===== src/rtl/segaddr_pkg.sv =====
package segaddr_pkg;
  parameter int SEG_W  = 16;
  parameter int OFF_W  = 16;
  parameter int SHIFT  = 4;
  localparam int ADDR_W  = SEG_W + SHIFT;
  localparam int NUM_SEG = 6;
  localparam int SEL_W   = 3;

  typedef enum logic [SEL_W-1:0] {
    SEG_CODE  = 3'd0,
    SEG_STACK = 3'd1,
    SEG_DATA  = 3'd2,
    SEG_EXTRA = 3'd3,
    SEG_AUX1  = 3'd4,
    SEG_AUX2  = 3'd5
  } seg_id_e;

  typedef enum logic [1:0] {
    ACC_FETCH  = 2'd0,
    ACC_STACK  = 2'd1,
    ACC_DATA   = 2'd2,
    ACC_STRDST = 2'd3
  } acc_kind_e;

  // Base of a segment: register value with SHIFT zero bits appended.
  function automatic logic [ADDR_W-1:0] seg_base(input logic [SEG_W-1:0] s);
    return {s, {SHIFT{1'b0}}};
  endfunction

  // Physical address, wrapping naturally at 2**ADDR_W.
  function automatic logic [ADDR_W-1:0] phys_addr(input logic [SEG_W-1:0] s,
                                                  input logic [OFF_W-1:0] o);
    return seg_base(s) + ADDR_W'(o);
  endfunction
endpackage


===== src/rtl/seg_regfile.sv =====
module seg_regfile
  import segaddr_pkg::*;
#(
  parameter int          W        = SEG_W,
  parameter int          N        = NUM_SEG,
  parameter int          SW       = SEL_W,
  parameter int          CODE_IDX = 0,
  parameter logic [W-1:0] CODE_RST = '1
) (
  input  logic           clk,
  input  logic           rst,
  input  logic           wr_en,
  input  logic [SW-1:0]  wr_sel,
  input  logic [W-1:0]   wr_data,
  output logic [N*W-1:0] seg_flat
);
  // Named event: a write that lands on an existing register.
  logic wr_hit;
  assign wr_hit = wr_en && (wr_sel < SW'(N));

  for (genvar g = 0; g < N; g++) begin : g_seg
    localparam logic [W-1:0] RST_VAL = (g == CODE_IDX) ? CODE_RST : '0;
    always_ff @(posedge clk) begin
      if (rst)
        seg_flat[g*W +: W] <= RST_VAL;
      else if (wr_hit && wr_sel == SW'(g))
        seg_flat[g*W +: W] <= wr_data;
    end
  end

  // after a reset edge the code segment holds its reset value
  a_r1_code_reset: assert property (@(posedge clk)
    rst |=> seg_flat[CODE_IDX*W +: W] == CODE_RST);

  // every other segment is cleared after a reset edge
  a_r1_others_clear: assert property (@(posedge clk)
    rst |=> (seg_flat & ~({{(N*W-W){1'b0}}, {W{1'b1}}} << (CODE_IDX*W))) == '0);

  // a write outside the register range leaves all registers unchanged
  a_r8_bad_sel_ignored: assert property (@(posedge clk) disable iff (rst)
    (wr_en && !wr_hit) |=> $stable(seg_flat));
endmodule


===== src/rtl/seg_select.sv =====
module seg_select
  import segaddr_pkg::*;
#(
  parameter int W  = SEG_W,
  parameter int N  = NUM_SEG,
  parameter int SW = SEL_W
) (
  input  acc_kind_e      kind,
  input  logic           ovr_valid,
  input  logic [SW-1:0]  ovr_sel,
  input  logic [N*W-1:0] seg_flat,
  output logic [SW-1:0]  sel_id,
  output logic [W-1:0]   sel_seg
);
  logic [SW-1:0] default_id;
  logic          ovr_legal;
  logic          ovr_allowed_kind;
  logic          ovr_applies;

  always_comb begin
    unique case (kind)
      ACC_FETCH:  default_id = SEG_CODE;
      ACC_STACK:  default_id = SEG_STACK;
      ACC_DATA:   default_id = SEG_DATA;
      default:    default_id = SEG_EXTRA;
    endcase
  end

  assign ovr_legal        = ovr_valid && (ovr_sel < SW'(N));
  assign ovr_allowed_kind = (kind == ACC_DATA) || (kind == ACC_STACK);
  assign ovr_applies      = ovr_legal && ovr_allowed_kind;
  assign sel_id           = ovr_applies ? ovr_sel : default_id;

  always_comb begin
    sel_seg = '0;
    for (int i = 0; i < N; i++)
      if (sel_id == SW'(i)) sel_seg = seg_flat[i*W +: W];
  end

  // fetches and string destinations never take an override
  always_comb begin
    if (kind == ACC_FETCH)
      a_r6_fetch_keeps_code: assert (sel_id == SEG_CODE);
    if (kind == ACC_STRDST)
      a_r6_strdst_keeps_extra: assert (sel_id == SEG_EXTRA);
    // the chosen id always names an existing register
    a_r5_sel_in_range: assert (sel_id < SW'(N));
  end
endmodule


===== src/rtl/addr_stage.sv =====
module addr_stage
  import segaddr_pkg::*;
#(
  parameter int W  = SEG_W,
  parameter int OW = OFF_W,
  parameter int AW = ADDR_W
) (
  input  logic          clk,
  input  logic          rst,
  input  logic          req_valid,
  input  logic [W-1:0]  seg,
  input  logic [OW-1:0] offset,
  output logic          addr_valid,
  output logic [AW-1:0] addr_out,
  output logic [AW-1:0] base_out
);
  logic [AW-1:0] next_addr;
  logic [AW-1:0] next_base;
  assign next_addr = phys_addr(seg, offset);
  assign next_base = seg_base(seg);

  always_ff @(posedge clk) begin
    if (rst) begin
      addr_valid <= 1'b0;
      addr_out   <= '0;
      base_out   <= '0;
    end else begin
      addr_valid <= req_valid;
      if (req_valid) begin
        addr_out <= next_addr;
        base_out <= next_base;
      end
    end
  end

  // a request yields a valid result one clock later
  a_r2_valid_after_req: assert property (@(posedge clk) disable iff (rst)
    req_valid |=> addr_valid);

  // no request, no result
  a_r10_idle_no_valid: assert property (@(posedge clk) disable iff (rst)
    !req_valid |=> !addr_valid);

  // registered address and base stay consistent with the offset of the request
  a_r2_addr_matches_base: assert property (@(posedge clk) disable iff (rst)
    req_valid |=> addr_out == base_out + AW'($past(offset)));

  // the reported base is segment aligned
  a_r9_base_aligned: assert property (@(posedge clk) disable iff (rst)
    addr_valid |-> base_out[AW-W-1:0] == '0);
endmodule


===== src/rtl/segaddr_gen.sv =====
module segaddr_gen
  import segaddr_pkg::*;
(
  input  logic              clk,
  input  logic              rst,
  input  logic              wr_en,
  input  logic [SEL_W-1:0]  wr_sel,
  input  logic [SEG_W-1:0]  wr_data,
  input  logic              req_valid,
  input  logic [1:0]        req_kind,
  input  logic              ovr_valid,
  input  logic [SEL_W-1:0]  ovr_sel,
  input  logic [OFF_W-1:0]  offset,
  output logic              addr_valid,
  output logic [ADDR_W-1:0] addr_out,
  output logic [ADDR_W-1:0] base_out
);
  logic [NUM_SEG*SEG_W-1:0] seg_flat;
  logic [SEL_W-1:0]         sel_id;
  logic [SEG_W-1:0]         sel_seg;

  seg_regfile #(
    .W(SEG_W), .N(NUM_SEG), .SW(SEL_W),
    .CODE_IDX(int'(SEG_CODE)), .CODE_RST({SEG_W{1'b1}})
  ) u_regs (
    .clk(clk), .rst(rst), .wr_en(wr_en), .wr_sel(wr_sel),
    .wr_data(wr_data), .seg_flat(seg_flat)
  );

  seg_select #(.W(SEG_W), .N(NUM_SEG), .SW(SEL_W)) u_sel (
    .kind(acc_kind_e'(req_kind)), .ovr_valid(ovr_valid), .ovr_sel(ovr_sel),
    .seg_flat(seg_flat), .sel_id(sel_id), .sel_seg(sel_seg)
  );

  addr_stage #(.W(SEG_W), .OW(OFF_W), .AW(ADDR_W)) u_addr (
    .clk(clk), .rst(rst), .req_valid(req_valid), .seg(sel_seg),
    .offset(offset), .addr_valid(addr_valid), .addr_out(addr_out),
    .base_out(base_out)
  );
endmodule


===== config.mk =====
export PLATFORM = sky130hd
export DESIGN_NAME = segaddr_gen
export DESIGN_NICKNAME = d
export VERILOG_FILES = /design/src/rtl/segaddr_pkg.sv /design/src/rtl/seg_regfile.sv /design/src/rtl/seg_select.sv /design/src/rtl/addr_stage.sv /design/src/rtl/segaddr_gen.sv
export SDC_FILE = /design/constraint.sdc
export NUM_CORES = 1
export LEC_CHECK = 0
export BUFFER_PORTS_ARGS = -buffer_cell sky130_fd_sc_hd__buf_4
export CAP_MARGIN = 20
export CELL_PAD_IN_SITES_DETAIL_PLACEMENT = 1
export CELL_PAD_IN_SITES_GLOBAL_PLACEMENT = 1
export CORE_ASPECT_RATIO = 0.75
export CORE_MARGIN = 3
export CORE_UTILIZATION = 38
export CTS_CLUSTER_DIAMETER = 50
export DETAILED_ROUTE_END_ITERATION = 10
export PLACE_DENSITY_LB_ADDON = 0.08
export SLEW_MARGIN = 20
export SYNTH_ARGS = -nofsm -noshare
export SYNTH_HDL_FRONTEND = slang
export SYNTH_SLANG_ARGS = --single-unit
export TNS_END_PERCENT = 50

===== constraint.sdc =====
create_clock -name clk -period 4.6 [get_ports clk]
set_clock_uncertainty 0.2 [all_clocks]
set_input_delay 0.23 -clock clk [delete_from_list [all_inputs] [get_ports clk]]
set_output_delay 0.23 -clock clk [all_outputs]
set_load 0.005 [all_outputs]

**Word level (Yosys, flattened, before mapping)**

Index checks and enable logic that the tools add are counted.

- Bits in registers: 133
- Input bits: 45
- Output and inout port bits: 41
- Logic and storage cells: 45

- $add $sub $neg: 1
- $lt $le $gt $ge: 2
- Equal/unequal tests: 12
- Multiplexer cells: 8
- Reduce and logical (&&, ||, !) cells: 13

Operators by type and width:

| kind | number |
|---|---|
| $mux 16 | 6 |
| $add 20x16->20 | 1 |
| $eq 3x2->1 const B | 4 |
| $eq 3x3->1 const B | 4 |
| $logic_and 1x1->1 | 9 |
| $eq 3x1->1 const B | 2 |
| $logic_not 3->1 | 2 |
| $lt 3x3->1 const B | 2 |
| $pmux 2 s3 | 1 |
| $mux 3 | 1 |
| $eq 2x1->1 const B | 1 |
| $eq 2x2->1 const B | 1 |
| $logic_not 2->1 | 1 |
| $logic_or 1x1->1 | 1 |

**Logic depth before layout (Yosys ltp)**

Gate-level depths: netlist of run 1.

- Word-level depth: 12
- Mapped depth: 19

**Hierarchy**

A second synthesis of run 1 with hierarchy kept.

- Cell total of the unflattened synthesis: 759
- Area, all modules: 7173.1 um2

Modules (own cells, without submodules):

| module | times used | cells each | area each (um2) |
|---|---|---|---|
| seg_regfile | 1 | 354 | 3903.7 |
| addr_stage | 1 | 223 | 2052.0 |
| seg_select | 1 | 182 | 1217.4 |

**Worst setup path before layout of run 1**

Ideal clock, no wire load.

- Path type: in2reg
- Start: input req_kind[0]
- End: register u_addr.addr_out[18]
- Library setup time: 91 ps
- Arrival: 4065 ps
- Required time: 4309 ps
- Slack: 244 ps
- Stages on the path: 18
- Cells stage by stage: inv_1 ha_1 nand2b_4 or3_4 nand2_1 buf_2 nor2_1 clkbuf_1 a22o_1 or3_1 fa_1 a211oi_1 o21ai_0 a311oi_1 nor2_1 o211ai_1 o31ai_1 a311oi_1

- Word-level cells in the longest chain between the ends: 12
- Elaborated cells between the ends (all ways): 20

RTL lines:

| item | RTL line | text |
|---|---|---|
| start: declaration | segaddr_gen.sv:10 | `input logic [1:0] req_kind,` |
| branches (longest 3 deep; another with $pmux 2 s3) | - |  |
| $mux 3 * | seg_select.sv:32 | `assign sel_id = ovr_applies ? ovr_sel : default_id;` |
| $logic_not 3->1 | seg_select.sv:37 | `if (sel_id == SW'(i)) sel_seg = seg_flat[i*W +: W];` |
| $mux 16 (5 in a row) | seg_select.sv:37 |  |
| $mux 16 * | seg_select.sv:37 |  |
| net sel_seg[1] | segaddr_gen.sv:20 | `logic [SEG_W-1:0] sel_seg;` |
| $add 20x16->20 * | segaddr_pkg.sv:33 | `return seg_base(s) + ADDR_W'(o);` |
| end signal: assignment | addr_stage.sv:30 | `addr_out <= next_addr;` |
| end: declaration | addr_stage.sv:14 | `output logic [AW-1:0] addr_out,` |

Mark *: on every way through the listed nets, which the timed path passes.
A chain may end at the register's enable or synchronous reset.

**Final worst setup path of run 1**

Ends and elaborated chain as after synthesis.

==> summary by stage, run 1 <==
Layout
Summing all non-filler instances in the final layout gives an area of 0.00820 mm². The layout has 1887 filler cells. The layout cell share with drive strength beyond 1 is 0.209.

The number of antenna diodes in the final layout is 0. Compared with the post-synthesis result, the final layout area differs by 31.7%. Measured on the finished design, the core utilization comes to 0.525. The number of nets in the layout is 984.

Drt
The via count of the routed design is 6269. For this block, the initial DRC count from the detailed router was 473. The average via count per standard cell is 5.49.

The number of search-and-repair iterations in the first detailed-routing pass is 6. In the routed design, unresolved DRC markers number 0. The remaining number of nets flagged by the antenna check after routing is 0. Wires add up to 22300 µm. Dividing the detail-routed wire length by the instance count gives 19.5 µm.

STA
Of the available clock period, the critical path in the final layout requires 0.949. The upper clock frequency limit is 229 MHz. The count of endpoints failing setup in the final report is 0.

Setup repair after global routing left no endpoint under its margin. The time the worst path needs with I/O delays and setup is 4.36 ns. The worst pin sits at a relative slew slack of 0.287.

The final count of hold timing violations came to 0. At the pin with the least slew margin, the transition time is 1.07 ns. The count of final max-slew check failures is 0.

Die
The floorplan row count is 39. The initial utilization of the core area, before any placement, comes to 0.399. The overall die area is 0.0180 mm².

The floorplan step set the die width to 154 µm. From bottom edge to top edge, the die measures 117 µm. For this design the top-level I/O count stands at 86. The placeable core region is 0.0156 mm².

Logic synthesis
The share of the Yosys chip area taken by registers is 0.428. The synthesis-stage register bit count is 133. The Yosys step of the flow raised 0 warnings. Of all flip-flops after synthesis, the portion carrying an async set or reset was 0. The number of instances in the synthesized netlist is 790. Summing every instance area after synthesis gives 0.00623 mm². The mean instance size in the synthesized netlist is 7.88 µm².

The number of enable flip-flop cells after synthesis is 0. For this run, the leading register cell type out of synthesis is dfxtp_1. Yosys mapped the design onto 64 distinct sky130hd cell types.

Global routing
The number of global-route vias before repair was 6713. The largest net degree at the start of global routing is 98. Summed over all layers, the global routing overflow is 0.

The initial antenna violation count is 0. The total global routing track utilization is 0.252. The wire length of the first global-routing pass is 35700 µm.

Setup path
The critical path is of the in2reg type. Counting both buffers and inverters, the worst setup path holds a total of 6. The peak fanout along the critical path is 6. The cell type group with the largest total delay on the critical path is simple AND/OR/NAND/NOR gates.

For the worst setup path, the data arrival time is 4.49 ns. Across all register-to-register paths, the minimum setup slack is 0.80 ns. The largest stage delay on the critical path is 0.46 ns. Traced cell by cell, the critical path runs through buf_4 -> inv_1 -> ha_1 -> nand2b_4 -> or3_4 -> nand2_2 -> buf_4 -> nor2_1 -> buf_4 -> buf_4 -> a22o_1 -> or3_1 -> ha_1 -> o21ai_0 -> o21ai_1 -> a311oi_2 -> buf_4 -> nor2_2 -> o211ai_1 -> or4_1 -> a311oi_2. STA puts the critical path data required time at 4.73 ns. The cell that appears most often on the critical path is buf_4. STA classifies the critical path startpoint as an input port. The largest individual stage delay along the critical path comes from the cell or4_1. The kind of end point of the critical path is a flip-flop.

Clock network
The clock passes through at most 2 buffers. Clock tree synthesis inserted a total of 17 buffers. The TritonCTS clock tree is yes. The library cell used as clock root buffer is clkbuf_16. The clock input transition at the sequential cells of the worst setup and hold paths is 0.06 ns. The H-tree generated during clock tree synthesis spans 4 levels. The tree built by TritonCTS fans out to 133 sinks. The clock reaches the later pin of the worst-skew pair after 0.43 ns.

Placed design
The half-perimeter wire length after detailed placement is 15200 µm. The standard cell area after detailed placement is 0.00734 mm². The count of buffers from port buffering is 81.

The weighted congestion at the end of routability-driven global placement is 0.876.

Min path
The min-delay analysis places its worst path in the category in2reg.

Flow run
The max capacitance violation total is 0.

Power
VDD sags by at most 0.000222 V. The total power per unit cell area is 405 mW/mm². For this design the static power due to leakage is 3.24 nW.

Run status
The run finished with clean final reports.
## registers in the layout, summed over array words and instances (netlist names)
signal	cells
u_addr.base_out	16
u_regs.seg_flat	96
u_addr.addr_out	20
u_addr.addr_valid	1
## synthesized netlist by cell type, types with 5 or more instances
cell	instances	area (µm²)
a21oi_1	111	556
nand2_1	204	766
nor3_1	14	70.1
a221o_1	8	80.1
clkbuf_1	38	143
o21ai_0	24	120
a22o_1	7	61.3
xnor2_1	5	43.8
nor2_1	53	199
buf_4	5	37.5
mux2i_1	10	100
inv_1	9	33.8
dfxtp_1	133	2660
nand2b_1	6	37.5
a211o_1	16	140
a21o_1	5	37.5
ha_1	15	188
or3_1	8	50.1
nor2b_1	21	131
a211oi_1	14	105
nand3_1	14	70.1
nor4_1	7	43.8
## layer usage
metal | global-route usage | share of wire | up-vias
met5 | 0 | 0 | -
met4 | 0.0771 | 0.014 | 0
met3 | 0.0511 | 0.044 | 26
met2 | 0.437 | 0.48 | 143
met1 | 0.320 | 0.46 | 3093
li1 | - | - | 3007
## repair_timing
item,4_1_cts,5_1_grt
hold buffers,20,0
resized for setup,0,7
hold endpoints to repair,100,0
setup buffers,0,0
setup endpoints to repair,0,4
## logic make-up (layout without fill, tap and decap cells)
| kind of cell | after synthesis | count (layout) | share of synthesized area |
|---|---|---|---|
| AO/OA/AOI/OAI | 220 | 220 | 0.227 |
| XOR/XNOR | 7 | 7 | 0.00985 |
| adder cells (fa/ha/maj) | 16 | 16 | 0.0334 |
| buffers and inverters | 58 | 201 | 0.0398 |
| flip-flops | 133 | 133 | 0.428 |
| multiplexers | 10 | 10 | 0.0161 |
| other | 1 | 4 | 0.000602 |
| AND/OR/NAND/NOR | 345 | 345 | 0.246 |
## worst reg2reg max path, delay by kind of cell (launching register included)
family,cells,cell delay (ns)
compound gates,8,2.09
fa+ha+maj,2,0.64
buf+inv,3,0.40
flops,1,0.32
simple gates,1,0.05
## cell type report
cell class / instances / area [µm²] / area share
clock inverter: 14 / 199 / 0.0243
multi-input combinational: 602 / 3360 / 0.410
tap: 205 / 256 / 0.0313
timing repair buffer: 160 / 1250 / 0.153
sequential: 133 / 2660 / 0.325
inverter: 9 / 33.8 / 0.00412
clock buffer: 18 / 439 / 0.0535
## worst paths after layout
kind | startpoint | end | depth (start not counted)
hold / removal | offset[4] | u_addr.addr_out[4]$_SDFFE_PP0P_ | 4
hold reg to reg | u_regs.seg_flat[65]$_SDFFE_PP0P_ | u_regs.seg_flat[65]$_SDFFE_PP0P_ | 2
setup reg to reg | u_regs.seg_flat[48]$_SDFFE_PP0P_ | u_addr.addr_out[18]$_SDFFE_PP0P_ | 14
setup / recovery | req_kind[0] | u_addr.addr_out[18]$_SDFFE_PP0P_ | 21
## placed cells by master, fill, tap and decap left out, drive strengths merged, types with 3 or more instances in the layout
cell         synthesis  final
clkinv               0      5
xnor2                5      5
a22o                 7      7
o21a                 4      4
conb                 1      4
nor3                16     16
nand2b               7      7
nor2b               21     21
inv                  9     13
buf                 11    140
nor4                 7      7
a222oi               4      4
or4                  3      3
a21oi              111    111
nand2              204    204
nor2                54     54
a211o               16     16
a21o                 5      5
a211oi              14     14
clkbuf              38     18
bufinv               0      4
a221o                8      8
dfxtp              133    133
ha                  15     15
mux2i               10     10
nand3               15     15
or3                  9      9
dlygate4sd3          0     20
o21ai               27     27
## metrics by stage
stage / instances / total power [W] / setup TNS [ns] / setup WS, ns / hold WS, ns
2_1_floorplan: 793 / 0.00157 / 0 / 0.244 / 0.148
3_3_place_gp: 1089 / 0.00182 / -0.136 / -0.0882 / 0.238
3_5_place_dp: 1089 / 0.00184 / -0.853 / -0.261 / 0.247
4_1_cts: 1141 / 0.00334 / 0 / 0.0479 / 0.0503
5_1_grt: 1141 / 0.00347 / 0 / 0.0290 / 0.0998
6_report: 1141 / 0.00332 / 0 / 0.236 / 0.0591
## report_power, final
part           switching, W  total [W]  internal [W]
registers         0.0000277    0.00123       0.00120
logic              0.000333   0.000614      0.000281
clock network      0.000546    0.00147      0.000929
(Power assumes the default switching activity.)
==> inputs of run 2 (changes only) <==
BUFFER_PORTS_ARGS = not set   (was -buffer_cell sky130_fd_sc_hd__buf_4)
CORE_UTILIZATION = 42   (was 38)
DONT_BUFFER_PORTS = 1   (was not set)
==> run 2 against run 1 <==
Sequential share of layout area rose by 2.6 points. Critical endpoint unchanged. Power fell by 1.1%. Wire length fell by 1.1%. Cell count fell by 8.7%. Non-clock buffer count fell by 89. Worst hold slack got worse by 0.014 ns. Sequential power barely moved. Flip-flop and latch count did not move. Clock-buffer cell count did not move. Largest cell class unchanged. Setup slack improved by 0.073 ns.
==> summary by stage, run 2 (synthesis results as in run 1) <==
STA
The final count of hold timing violations came to 0. Dividing the final minimum period by the clock period gives 0.933. The transition time at the pin with the least slew margin is 0.942 ns. For the finished layout, the period the worst path requires is 4.29 ns.

The remaining max-slew budget at the tightest pin is 0.372. The upper clock frequency limit is 233 MHz. The count of final max-slew check failures came to 0. Setup repair after global routing left no endpoint under its margin.

The count of endpoints failing setup in the final report is 0. Hold timing on the final database bottoms out at a slack of 0.0451 ns.

Drt
The via count of the routed design is 6008. The number of violations reported at the end of detailed-routing iteration 0 is 441. The number of search-and-repair iterations in the first detailed-routing pass is 5. The average via count per standard cell is 5.77. The total wire length is 22000 µm. The number of design rule violations left after detail routing is 0. Dividing the detail-routed wire length by the instance count gives 21.2 µm. The remaining number of nets flagged by the antenna check after routing is 0.

Setup path
The kind of end point of the critical path is a flip-flop. Across all register-to-register paths, the minimum setup slack is 0.76 ns. At the worst endpoint, the required time is 4.72 ns. The worst path buffer plus inverter count is 4. On the critical path, the stage with the largest delay is an instance of fa_1. The peak fanout along the critical path is 6.

The count of cells along the worst register-to-register path is 14. The cell that appears most often on the critical path is buf_4. The logic depth of the worst setup path including buffers is 19.

The startpoint class of the critical path is an input port. The worst setup path is of the in2reg kind. The signal on the critical path passes through inv_1 -> ha_1 -> nand2b_4 -> or3_4 -> nand2_1 -> buf_4 -> nor2_1 -> buf_4 -> a22o_1 -> or3_1 -> fa_1 -> a211oi_2 -> o21ai_0 -> a311oi_1 -> buf_4 -> nor2_1 -> o211ai_1 -> o31ai_1 -> a311oi_1. The cell type group with the largest total delay on the critical path is compound AO/OA/AOI/OAI gates. The largest stage delay on the critical path is 0.45 ns. Data arrives at the worst endpoint at 4.41 ns.

Power
The total power per unit cell area is 433 mW/mm². For this design the static power due to leakage is 2.80 nW. The worst voltage drop across the vdd grid is 0.000303 V.

Die
The floorplan row count is 37. In this run the count of I/O pins placed on the die edge is 86. After floorplanning, the core was sized to cover 0.0141 mm². The overall die height is 111 µm. The initial cell density of the core is 0.441.

The floorplan step set the die width to 147 µm. The die covers 0.0163 mm².

Min path
The path class of the tightest hold or removal check is in2reg. Along the worst hold path, the cell count comes to 4.

Layout
The net count of the finished layout is 895. The post-layout instance count excluding filler cells is 1042. The filler cell count in the final layout is 1711. The area growth from synthesis to layout is 21.8%.

The library cells used most frequently in the layout, excluding fill and tap cells, are nand2_1, dfxtp_1, a21oi_1, nor2_1, buf_4. The register with the most flip-flops in the final layout is u_regs.seg_flat. The layout cell share with drive strength beyond 1 is 0.118. The commonest non-fill, non-tap cell in the layout is nand2_1. The repair_antennas step left the layout with diodes totalling 0. The flip-flop count of the largest register, all copies and words added is 96. The largest registers in the layout are u_regs.seg_flat (96), u_addr.addr_out (20), u_addr.base_out (16).

Global routing
The largest net degree at the start of global routing is 134. The number of global-route vias before repair is 6472. The wire length of the first global-routing pass is 35300 µm. The initial antenna violation count is 0. The total global routing track utilization is 0.272. The total overflow left after global routing is 0.

Clock network
The clock input transition at the sequential cells of the worst setup and hold paths is 0.06 ns. Counting every sink on the clock net gives 133. The library cell used as clock root buffer is clkbuf_16.

The TritonCTS clock tree is yes. The count of H-tree levels built during CTS is 4. The maximum count of clock buffers along a single path is 2. The number of CTS-inserted buffers is 17. The later pin in the worst-skew pair is clocked with a latency of 0.43 ns.

Placed design
The half-perimeter wire length after detailed placement is 14500 µm. In this run, placement finished with an instance count of 982. The count of buffers from port buffering is 0. The congestion estimate from routability-driven global placement came to 0.834.

Flow run
Max-cap violations in this run came to 0.

Run status
The run finished with clean final reports.
## run 2: cell count changes in the layout (fill, tap and decap cells not counted), sizes merged
cell	delta
inv	-2
dlygate4sd3	+6
buf	-95
clkinv	-1
clkinvlp	+2
bufinv	+1
## run 2: layout make-up
type	count	area [µm²]	area share
repair buffers	71	631	0.0831
clock inverters	14	225	0.0297
multi-input cells	602	3350	0.442
flip-flops and latches	133	2660	0.351
well taps	195	244	0.0322
clock buffers	18	439	0.0579
inverters	9	33.8	0.00445
## run 2: per-stage QoR
step                      TNS, ns  setup slack [ns]  area [µm²]  power (W)  utilization
after floorplan                 0             0.244        6240    0.00157            -
after global placement          0            0.0186        6610    0.00169        0.468
after detailed placement  -0.0279           -0.0279        6610    0.00170        0.468
after CTS                       0             0.331        7580    0.00329        0.537
after global routing            0             0.100        7590    0.00342        0.537
final                           0             0.309        7590    0.00328        0.537
## run 2: final timing paths
kind | endpoint | from
worst max-delay path | u_addr.addr_out[18]$_SDFFE_PP0P_ | req_kind[0]
worst min-delay path | u_regs.seg_flat[18]$_SDFFE_PP0P_ | wr_sel[2]
worst max register to register | u_addr.addr_out[18]$_SDFFE_PP0P_ | u_regs.seg_flat[48]$_SDFFE_PP0P_
worst min register to register | u_regs.seg_flat[80]$_SDFFE_PP0P_ | u_regs.seg_flat[80]$_SDFFE_PP0P_
## run 2: routing by layer
metal,vias to the layer above,part of all wire,track usage
li1,2838,-,-
met1,2968,0.46,0.356
met2,167,0.47,0.443
met3,35,0.057,0.0655
met4,0,0.020,0.0915
met5,-,0,0
## run 2: report_power, final
group	switching (W)	internal [W]
registers	0.0000365	0.00120
logic	0.000299	0.000213
clock network	0.000549	0.000983
total	0.000885	0.00240
## run 2: tightest hold or removal path, delay by kind of cell
kind / cells / cell delay [ns]
AO/OA/AOI/OAI: 1 / 0.05
AND/OR/NAND/NOR: 2 / 0.11
buffers and inverters: 1 / 0.21
## run 2: what timing repair did
item,in CTS,in global routing
resized for setup,0,1
hold endpoints to repair,133,0
setup buffers,0,0
endpoints found under the setup margin,0,1
hold buffers,28,0
